File: src/rtl/rtc_cmos_pkg.sv
package rtc_cmos_pkg;

    localparam int IDX_W  = 7;
    localparam int BYTE_W = 8;
    localparam int NBYTES = 1 << IDX_W;

    localparam logic [IDX_W-1:0] IX_RATE = 7'h0A;
    localparam logic [IDX_W-1:0] IX_MODE = 7'h0B;
    localparam logic [IDX_W-1:0] IX_FLAG = 7'h0C;
    localparam logic [IDX_W-1:0] IX_STAT = 7'h0D;

    localparam int SUM_FIRST = 16;
    localparam int SUM_LAST  = 45;
    localparam int SUM_HI_AT = 46;
    localparam int SUM_LO_AT = 47;

    localparam logic [BYTE_W-1:0] RATE_RST = 8'h26;
    localparam logic [BYTE_W-1:0] MODE_RST = 8'h02;
    localparam logic [BYTE_W-1:0] STAT_VAL = 8'h80;

    localparam int BUSY_BIT = 7;
    localparam int HOLD_BIT = 7;
    localparam int UEI_BIT  = 4;

    typedef struct packed {
        logic [IDX_W-1:0]  idx;
        logic [BYTE_W-1:0] rate;
        logic [BYTE_W-1:0] mode;
        logic [BYTE_W-1:0] flag;
        logic [BYTE_W-1:0] rdata;
        logic              rvalid;
        logic              pend;
        logic              pend_lo;
        logic              load;
    } port_st_t;

    function automatic logic is_time_field(input logic [IDX_W-1:0] ix);
        return (ix == 7'h00) || (ix == 7'h02) || (ix == 7'h04) ||
               (ix == 7'h06) || (ix == 7'h07) || (ix == 7'h08) || (ix == 7'h09);
    endfunction

endpackage

File: src/rtl/rtc_cmos_store.sv
module rtc_cmos_store #(
    parameter int IDX_W  = 7,
    parameter int BYTE_W = 8,
    localparam int NB    = 1 << IDX_W
) (
    input  logic              clk,
    input  logic              rst_n,
    input  logic              we,
    input  logic [IDX_W-1:0]  waddr,
    input  logic [BYTE_W-1:0] wdata,
    input  logic [IDX_W-1:0]  raddr_a,
    output logic [BYTE_W-1:0] rdata_a,
    input  logic [IDX_W-1:0]  raddr_b,
    output logic [BYTE_W-1:0] rdata_b
);

    logic [NB*BYTE_W-1:0] flat;

    for (genvar i = 0; i < NB; i++) begin : g_byte
        logic [BYTE_W-1:0] byte_q;
        always_ff @(posedge clk or negedge rst_n) begin
            if (!rst_n)
                byte_q <= '0;
            else if (we && waddr == IDX_W'(i))
                byte_q <= wdata;
        end
        assign flat[i*BYTE_W +: BYTE_W] = byte_q;
    end

    assign rdata_a = flat[32'(raddr_a) * BYTE_W +: BYTE_W];
    assign rdata_b = flat[32'(raddr_b) * BYTE_W +: BYTE_W];

endmodule

File: src/rtl/rtc_cmos_csum.sv
module rtc_cmos_csum #(
    parameter int IDX_W  = 7,
    parameter int BYTE_W = 8,
    parameter int FIRST  = 16,
    parameter int LAST   = 45,
    localparam int SUM_W = 2 * BYTE_W
) (
    input  logic              clk,
    input  logic              rst_n,
    input  logic              start,
    input  logic              load_hi,
    input  logic              load_lo,
    input  logic [BYTE_W-1:0] load_data,
    output logic [IDX_W-1:0]  scan_ptr,
    input  logic [BYTE_W-1:0] scan_byte,
    output logic              busy,
    output logic [SUM_W-1:0]  sum
);

    localparam logic [IDX_W-1:0] FIRST_I = IDX_W'(FIRST);
    localparam logic [IDX_W-1:0] LAST_I  = IDX_W'(LAST);

    typedef struct packed {
        logic             busy;
        logic [IDX_W-1:0] ptr;
        logic [SUM_W-1:0] acc;
        logic [SUM_W-1:0] sum;
    } scan_st_t;

    scan_st_t st_d, st_q;
    logic [SUM_W-1:0] add_v;

    always_comb begin
        st_d  = st_q;
        add_v = st_q.acc + {{BYTE_W{1'b0}}, scan_byte};
        if (st_q.busy) begin
            if (st_q.ptr == LAST_I) begin
                st_d.sum  = add_v;
                st_d.busy = 1'b0;
            end else begin
                st_d.acc = add_v;
                st_d.ptr = st_q.ptr + 1'b1;
            end
        end else begin
            if (load_hi) st_d.sum[SUM_W-1:BYTE_W] = load_data;
            if (load_lo) st_d.sum[BYTE_W-1:0]     = load_data;
        end
        if (start) begin
            st_d.busy = 1'b1;
            st_d.ptr  = FIRST_I;
            st_d.acc  = '0;
        end
    end

    always_ff @(posedge clk or negedge rst_n) begin
        if (!rst_n) begin
            st_q.busy <= 1'b0;
            st_q.ptr  <= FIRST_I;
            st_q.acc  <= '0;
            st_q.sum  <= '0;
        end else begin
            st_q <= st_d;
        end
    end

    assign scan_ptr = st_q.ptr;
    assign busy     = st_q.busy;
    assign sum      = st_q.sum;

endmodule

File: src/rtl/rtc_cmos_port.sv
module rtc_cmos_port
    import rtc_cmos_pkg::*;
#(
    parameter int SUM_FIRST_P = SUM_FIRST,
    parameter int SUM_LAST_P  = SUM_LAST,
    parameter int SUM_HI_P    = SUM_HI_AT,
    parameter int SUM_LO_P    = SUM_LO_AT
) (
    input  logic              clk,
    input  logic              rst_n,
    input  logic              bus_sel,
    input  logic              bus_wr,
    input  logic              bus_rd,
    input  logic [BYTE_W-1:0] bus_wdata,
    output logic [BYTE_W-1:0] bus_rdata,
    output logic              rd_valid,
    input  logic [2:0]        evt_in,
    input  logic              upd_on,
    input  logic              upd_off,
    output logic              irq,
    output logic [BYTE_W-1:0] rate_ctrl,
    output logic [BYTE_W-1:0] mode_ctrl,
    output logic              tm_load,
    output logic              csum_busy
);

    localparam logic [IDX_W-1:0] FIRST_I = IDX_W'(SUM_FIRST_P);
    localparam logic [IDX_W-1:0] LAST_I  = IDX_W'(SUM_LAST_P);
    localparam logic [IDX_W-1:0] HI_I    = IDX_W'(SUM_HI_P);
    localparam logic [IDX_W-1:0] LO_I    = IDX_W'(SUM_LO_P);

    port_st_t st_d, st_q;

    logic              wr_ix, wr_dat, rd_ix, rd_dat;
    logic              is_ctrl, is_sum, in_range;
    logic              store_we, scan_start, ld_hi, ld_lo;
    logic [IDX_W-1:0]  scan_ptr;
    logic [BYTE_W-1:0] store_rd, scan_byte, rd_val, flag_base, flag_new;
    logic [2*BYTE_W-1:0] sum_w;
    logic              busy_w, upd_bit;

    rtc_cmos_store #(.IDX_W(IDX_W), .BYTE_W(BYTE_W)) u_store (
        .clk     (clk),
        .rst_n   (rst_n),
        .we      (store_we),
        .waddr   (st_q.idx),
        .wdata   (bus_wdata),
        .raddr_a (st_q.idx),
        .rdata_a (store_rd),
        .raddr_b (scan_ptr),
        .rdata_b (scan_byte)
    );

    rtc_cmos_csum #(.IDX_W(IDX_W), .BYTE_W(BYTE_W),
                    .FIRST(SUM_FIRST_P), .LAST(SUM_LAST_P)) u_csum (
        .clk       (clk),
        .rst_n     (rst_n),
        .start     (scan_start),
        .load_hi   (ld_hi),
        .load_lo   (ld_lo),
        .load_data (bus_wdata),
        .scan_ptr  (scan_ptr),
        .scan_byte (scan_byte),
        .busy      (busy_w),
        .sum       (sum_w)
    );

    always_comb begin
        wr_ix    = bus_wr && !bus_sel;
        wr_dat   = bus_wr &&  bus_sel;
        rd_ix    = bus_rd && !bus_sel;
        rd_dat   = bus_rd &&  bus_sel;
        is_ctrl  = (st_q.idx == IX_RATE) || (st_q.idx == IX_MODE) ||
                   (st_q.idx == IX_FLAG) || (st_q.idx == IX_STAT);
        is_sum   = (st_q.idx == HI_I) || (st_q.idx == LO_I);
        in_range = (st_q.idx >= FIRST_I) && (st_q.idx <= LAST_I);

        store_we   = wr_dat && !is_ctrl && !is_sum;
        scan_start = wr_dat && in_range;
        ld_hi      = wr_dat && (st_q.idx == HI_I);
        ld_lo      = wr_dat && (st_q.idx == LO_I);

        if (st_q.idx == IX_RATE)      rd_val = st_q.rate;
        else if (st_q.idx == IX_MODE) rd_val = st_q.mode;
        else if (st_q.idx == IX_FLAG) rd_val = st_q.flag;
        else if (st_q.idx == IX_STAT) rd_val = STAT_VAL;
        else if (st_q.idx == HI_I)    rd_val = sum_w[2*BYTE_W-1:BYTE_W];
        else if (st_q.idx == LO_I)    rd_val = sum_w[BYTE_W-1:0];
        else                          rd_val = store_rd;

        st_d        = st_q;
        st_d.rvalid = 1'b0;
        st_d.load   = 1'b0;

        if (wr_ix)
            st_d.idx = bus_wdata[IDX_W-1:0];

        if (wr_dat) begin
            if (is_time_field(st_q.idx) && !st_q.mode[HOLD_BIT])
                st_d.load = 1'b1;
            if (st_q.idx == IX_RATE)
                st_d.rate = {st_q.rate[BUSY_BIT], bus_wdata[BUSY_BIT-1:0]};
            if (st_q.idx == IX_MODE) begin
                st_d.mode = bus_wdata;
                if (bus_wdata[HOLD_BIT])
                    st_d.mode[UEI_BIT] = 1'b0;
                else if (st_q.mode[HOLD_BIT])
                    st_d.load = 1'b1;
            end
        end

        upd_bit = st_d.rate[BUSY_BIT];
        if (upd_on && !st_q.mode[HOLD_BIT]) upd_bit = 1'b1;
        if (upd_off)                        upd_bit = 1'b0;
        if (wr_dat && st_q.idx == IX_MODE && bus_wdata[HOLD_BIT])
            upd_bit = 1'b0;
        st_d.rate[BUSY_BIT] = upd_bit;

        flag_base = (rd_dat && st_q.idx == IX_FLAG) ? '0 : st_q.flag;
        flag_new  = {|(evt_in & st_q.mode[6:4]), evt_in, 4'b0000};
        st_d.flag = flag_base | flag_new;

        if (st_q.pend && !busy_w) begin
            st_d.rdata  = st_q.pend_lo ? sum_w[BYTE_W-1:0] : sum_w[2*BYTE_W-1:BYTE_W];
            st_d.rvalid = 1'b1;
            st_d.pend   = 1'b0;
        end
        if (rd_ix) begin
            st_d.rdata  = '1;
            st_d.rvalid = 1'b1;
        end
        if (rd_dat) begin
            if (is_sum && busy_w) begin
                st_d.pend    = 1'b1;
                st_d.pend_lo = (st_q.idx == LO_I);
            end else begin
                st_d.rdata  = rd_val;
                st_d.rvalid = 1'b1;
            end
        end
    end

    always_ff @(posedge clk or negedge rst_n) begin
        if (!rst_n) begin
            st_q.idx     <= '0;
            st_q.rate    <= RATE_RST;
            st_q.mode    <= MODE_RST;
            st_q.flag    <= '0;
            st_q.rdata   <= '0;
            st_q.rvalid  <= 1'b0;
            st_q.pend    <= 1'b0;
            st_q.pend_lo <= 1'b0;
            st_q.load    <= 1'b0;
        end else begin
            st_q <= st_d;
        end
    end

    assign bus_rdata = st_q.rdata;
    assign rd_valid  = st_q.rvalid;
    assign irq       = st_q.flag[7];
    assign rate_ctrl = st_q.rate;
    assign mode_ctrl = st_q.mode;
    assign tm_load   = st_q.load;
    assign csum_busy = busy_w;

endmodule

File: config.mk
export PLATFORM = sky130hd
export DESIGN_NAME = rtc_cmos_port
export DESIGN_NICKNAME = d
export VERILOG_FILES = /design/src/rtl/rtc_cmos_pkg.sv /design/src/rtl/rtc_cmos_store.sv /design/src/rtl/rtc_cmos_csum.sv /design/src/rtl/rtc_cmos_port.sv
export SDC_FILE = /design/constraint.sdc
export NUM_CORES = 2
export LEC_CHECK = 0
export BUFFER_PORTS_ARGS = -buffer_cell sky130_fd_sc_hd__buf_2
export CAP_MARGIN = 20
export CORE_MARGIN = 8
export CORE_UTILIZATION = 40
export CTS_CLUSTER_SIZE = 10
export DETAILED_ROUTE_END_ITERATION = 10
export GPL_TIMING_DRIVEN = 0
export PLACE_DENSITY = 0.56
export SLEW_MARGIN = 20
export SYNTH_ARGS = -nofsm -noshare
export SYNTH_HDL_FRONTEND = slang
export SYNTH_SLANG_ARGS = --single-unit
File: constraint.sdc
create_clock -name clk -period 5.2 [get_ports clk]
set_clock_uncertainty 0.1 [all_clocks]
set_input_delay 1.04 -clock clk [delete_from_list [all_inputs] [get_ports clk]]
set_output_delay 1.04 -clock clk [all_outputs]
set_load 0.005 [all_outputs]
==> impl_metrics.yaml <==
status:
  status: "finished with violations"
  violations: "setup timing"
synthesis:
  yosys_warnings: 0
  synth.area.top_cells: "dfrtp_1, mux4_2, mux2_2"
  synth_flop_cell: "dfrtp_1"
  synthArstFlopShare_pct: 100
  synth_area_leader_cell: "dfrtp_1"
  synth-seq-cells: 1103
  synth_edf_count: 0
  netlist_area_um2: 59300
  syn_area_per_cell_um2: 15.1
  yosysMostFrequentCell: "dfrtp_1"
  synth_cells: 3931
  yosysUniqueCellTypes: 84
  yosys.area.top_type_share_pct: 46.3
  ys_seq_area_share_pct: 46.5
  synth_nets: 3960
  yosys-top-cells-count: "dfrtp_1, mux2_2, mux4_2"
worst_hold_path:
  holdCritPathClass: "primary input to asynchronous set/reset pin"
floorplanning:
  die_y_um: 401
  dieArea_um2: 161000
  rows: 141
  io_pins: 46
  core_area_um2: 147000
  fp.dieW_um: 401
  initial_core_util_pct: 40.2
finish:
  regArea_um2: 27600
  drive_above_1_share_pct: 50.4
  n_fill_cell: 13300
  instances_no_fill: 6140
  layout.nets: 4158
  area_growth_pct: 13.2
  multi_input_area_um2: 29900
global_routing:
  grt_pass1_wl_um: 382000
  grt_usage_pct: 34.9
  grt_pass1_vias: 41900
  overflow: 0
  antenna_found_initial: 33
  grt_max_degree: 126
placement:
  dp.cells: 5920
  numPortBuffers: 37
  dp_hpwl_um: 202000
  dpl_worst_slack_ns: -1.78
  gp_congestion: 1.09
power_and_ir_drop:
  powerDensity_nw_per_um2: 458
  p_leak_nw: 30.2
  peakVddDrop_v: 0.000304
setup_path:
  cp-start-kind: "flip-flop"
  cp_top_family: "buffers and inverters"
  crit_path_cell_trace: "buf_2 > buf_4 > buf_2 > buf_2 > buf_2 > buf_2 > nand3_1 > o211ai_1 > nor2_1 > o2111ai_1 > a21oi_1"
  cp_slowest_cell: "buf_2"
  path_max_fanout: 11
  cp.arrival_ns: 6.00
  endpoint_kind: "flip-flop"
  path_buf_inv: 6
  crit_type: "flip-flop to flip-flop"
  cp_slowest_stage_delay_ns: 0.79
  cpMostUsedCell: "buf_2"
  r2r_slack_ns: -0.28
  required_ns: 5.72
drt:
  first_iter_violations: 6149
  wirelength_um: 286000
  dr.pass1.iters: 8
  route.detailed.drc: 0
  viasPerCell: 7.00
  postRouteAntennaNets: 0
  num_vias: 43000
  routedWlPerCell_um: 46.6
timing:
  slew_headroom_pct: 8.85
  setup_slack_ns: -0.279
  finalSetupViolCount: 6
  post-route-period-util_pct: 105
  period_needed_ns: 5.48
  clock.fmax_mhz: 183
  finalHoldViolCount: 0
  rsz0062_at_grt: "yes"
  worstMarginPinSlew_ns: 1.37
  final_max_slew_viol_count: 0
clocking:
  cts_buffers: 135
  path_clk_slew_ns: 0.06
  h-tree-depth: 4
  insertion_delay_ns: 0.80
  cts_tree: "built"
  clock-sinks: 1103
  cts_root_buffer: "clkbuf_16"
  clock_path_buffers: 3
flow_run:
  drv_cap: 0
layer usage:
| layer | global-route usage (%) | part of all wire, % | up-vias |
|---|---|---|---|
| li1 | - | - | 15600 |
| met2 | 48.7 | 42 | 3007 |
| met3 | 12.8 | 12 | 926 |
| met1 | 44.7 | 38 | 23400 |
| met5 | 0 | 0.019 | - |
| met4 | 24.5 | 8.7 | 8 |
state kept, by name, indices dropped and copies added, names as in the netlist:
signal and cells:
u_csum.busy 1, u_csum.st_q 16, bus_rdata 8, tm_load 1, rate_ctrl 8, u_csum.scan_ptr 7, u_csum.sum 16, st_q 12
u_store.g_byte.byte_q 1024, irq 1, rd_valid 1, mode_ctrl 8
area by class of cell:
class                           instances  share of cell area, %
Tap cell                             1930                   3.59
Buffer                                399                   3.70
Inverter                                8                 0.0447
Sequential cell                      1103                   41.1
Antenna cell                           20                 0.0745
Clock inverter                         24                  0.417
Timing Repair Buffer                   62                   1.11
Clock buffer                          174                   5.44
Multi-Input combinational cell       2420                   44.5
placed cells by master (no fill, tap or decap), types with 32 or more instances in the layout:
| master | netlist | final |
|---|---|---|
| mux2i_1 | 113 | 108 |
| nor2_1 | 56 | 51 |
| nor2_2 | 36 | 38 |
| dfrtp_1 | 1098 | 1098 |
| nand2_1 | 124 | 124 |
| clkbuf_2 | 0 | 49 |
| mux4_2 | 549 | 549 |
| buf_4 | 40 | 52 |
| nand2_2 | 52 | 52 |
| a22oi_1 | 55 | 55 |
| o21ai_0 | 34 | 32 |
| a21oi_1 | 60 | 59 |
| clkbuf_1 | 247 | 202 |
| mux2_2 | 986 | 986 |
| clkbuf_16 | 0 | 136 |
| buf_2 | 72 | 81 |
power breakdown:
group / switching [mW] / leakage, nW / internal, mW
Sequential: 0.801 / 15.1 / 9.57
Combinational: 7.11 / 13.2 / 4.33
Clock: 3.96 / 1.93 / 4.98
Total: 11.9 / 30.2 / 18.9
worst paths after layout:
| kind | start | endpoint | depth (start not counted) |
|---|---|---|---|
| worst max-delay path | st_q[39] | bus_rdata[0] | 11 |
| min in group clk | upd_off | rate_ctrl[7] | 2 |
| max in group asynchronous | rst_n | u_store.g_byte[40].byte_q[3] | 5 |
| worst min-delay path | rst_n | u_store.g_byte[68].byte_q[2] | 1 |
| worst min register to register | u_store.g_byte[47].byte_q[0] | u_store.g_byte[47].byte_q[0] | 1 |
| worst max register to register | st_q[39] | bus_rdata[0] | 11 |
cells by family (layout without fill, tap and decap cells):
logic type,Yosys count,count (layout),share of synthesized area [%]
simple gates,425,425,3.76
other cells,0,20,0
flops,1103,1103,46.5
buf+inv,408,667,3.36
fa+ha+maj,11,11,0.245
xor+xnor,23,23,0.339
mux,1680,1680,42.4
compound gates,281,281,3.37
what timing repair did:
action / in CTS / in global routing
endpoints found under the hold margin: 0 / 0
resized for setup: 151 / 39
setup endpoints to repair: 35 / 19
pin swaps: 0 / 0
setup buffers: 2 / 1
hold buffers: 0 / 0
metrics by stage:
step,setup TNS [ns],util [%],area (µm²),power [mW],hold slack [ns]
floorplan,0,-,59300,16.2,0.324
global route,-0.0813,45.5,67100,31.3,0.0781
detailed placement,-39.72,42.4,62600,21.0,0.347
global placement,-,42.0,61900,20.8,0.347
CTS,0,45.4,67000,30.2,0.0543
finish,-0.799,45.5,67200,30.8,0.0537
worst reg2reg max path: cells and delay by family, from the launching register on:
| family | cells | cell delay, ns |
|---|---|---|
| buffers and inverters | 6 | 3.23 |
| AOI/OAI and AO/OA | 3 | 1.12 |
| and+or+nand+nor | 2 | 0.55 |
| DFF | 1 | 0.32 |
Note: power is estimated with default switching activity, not from simulation.
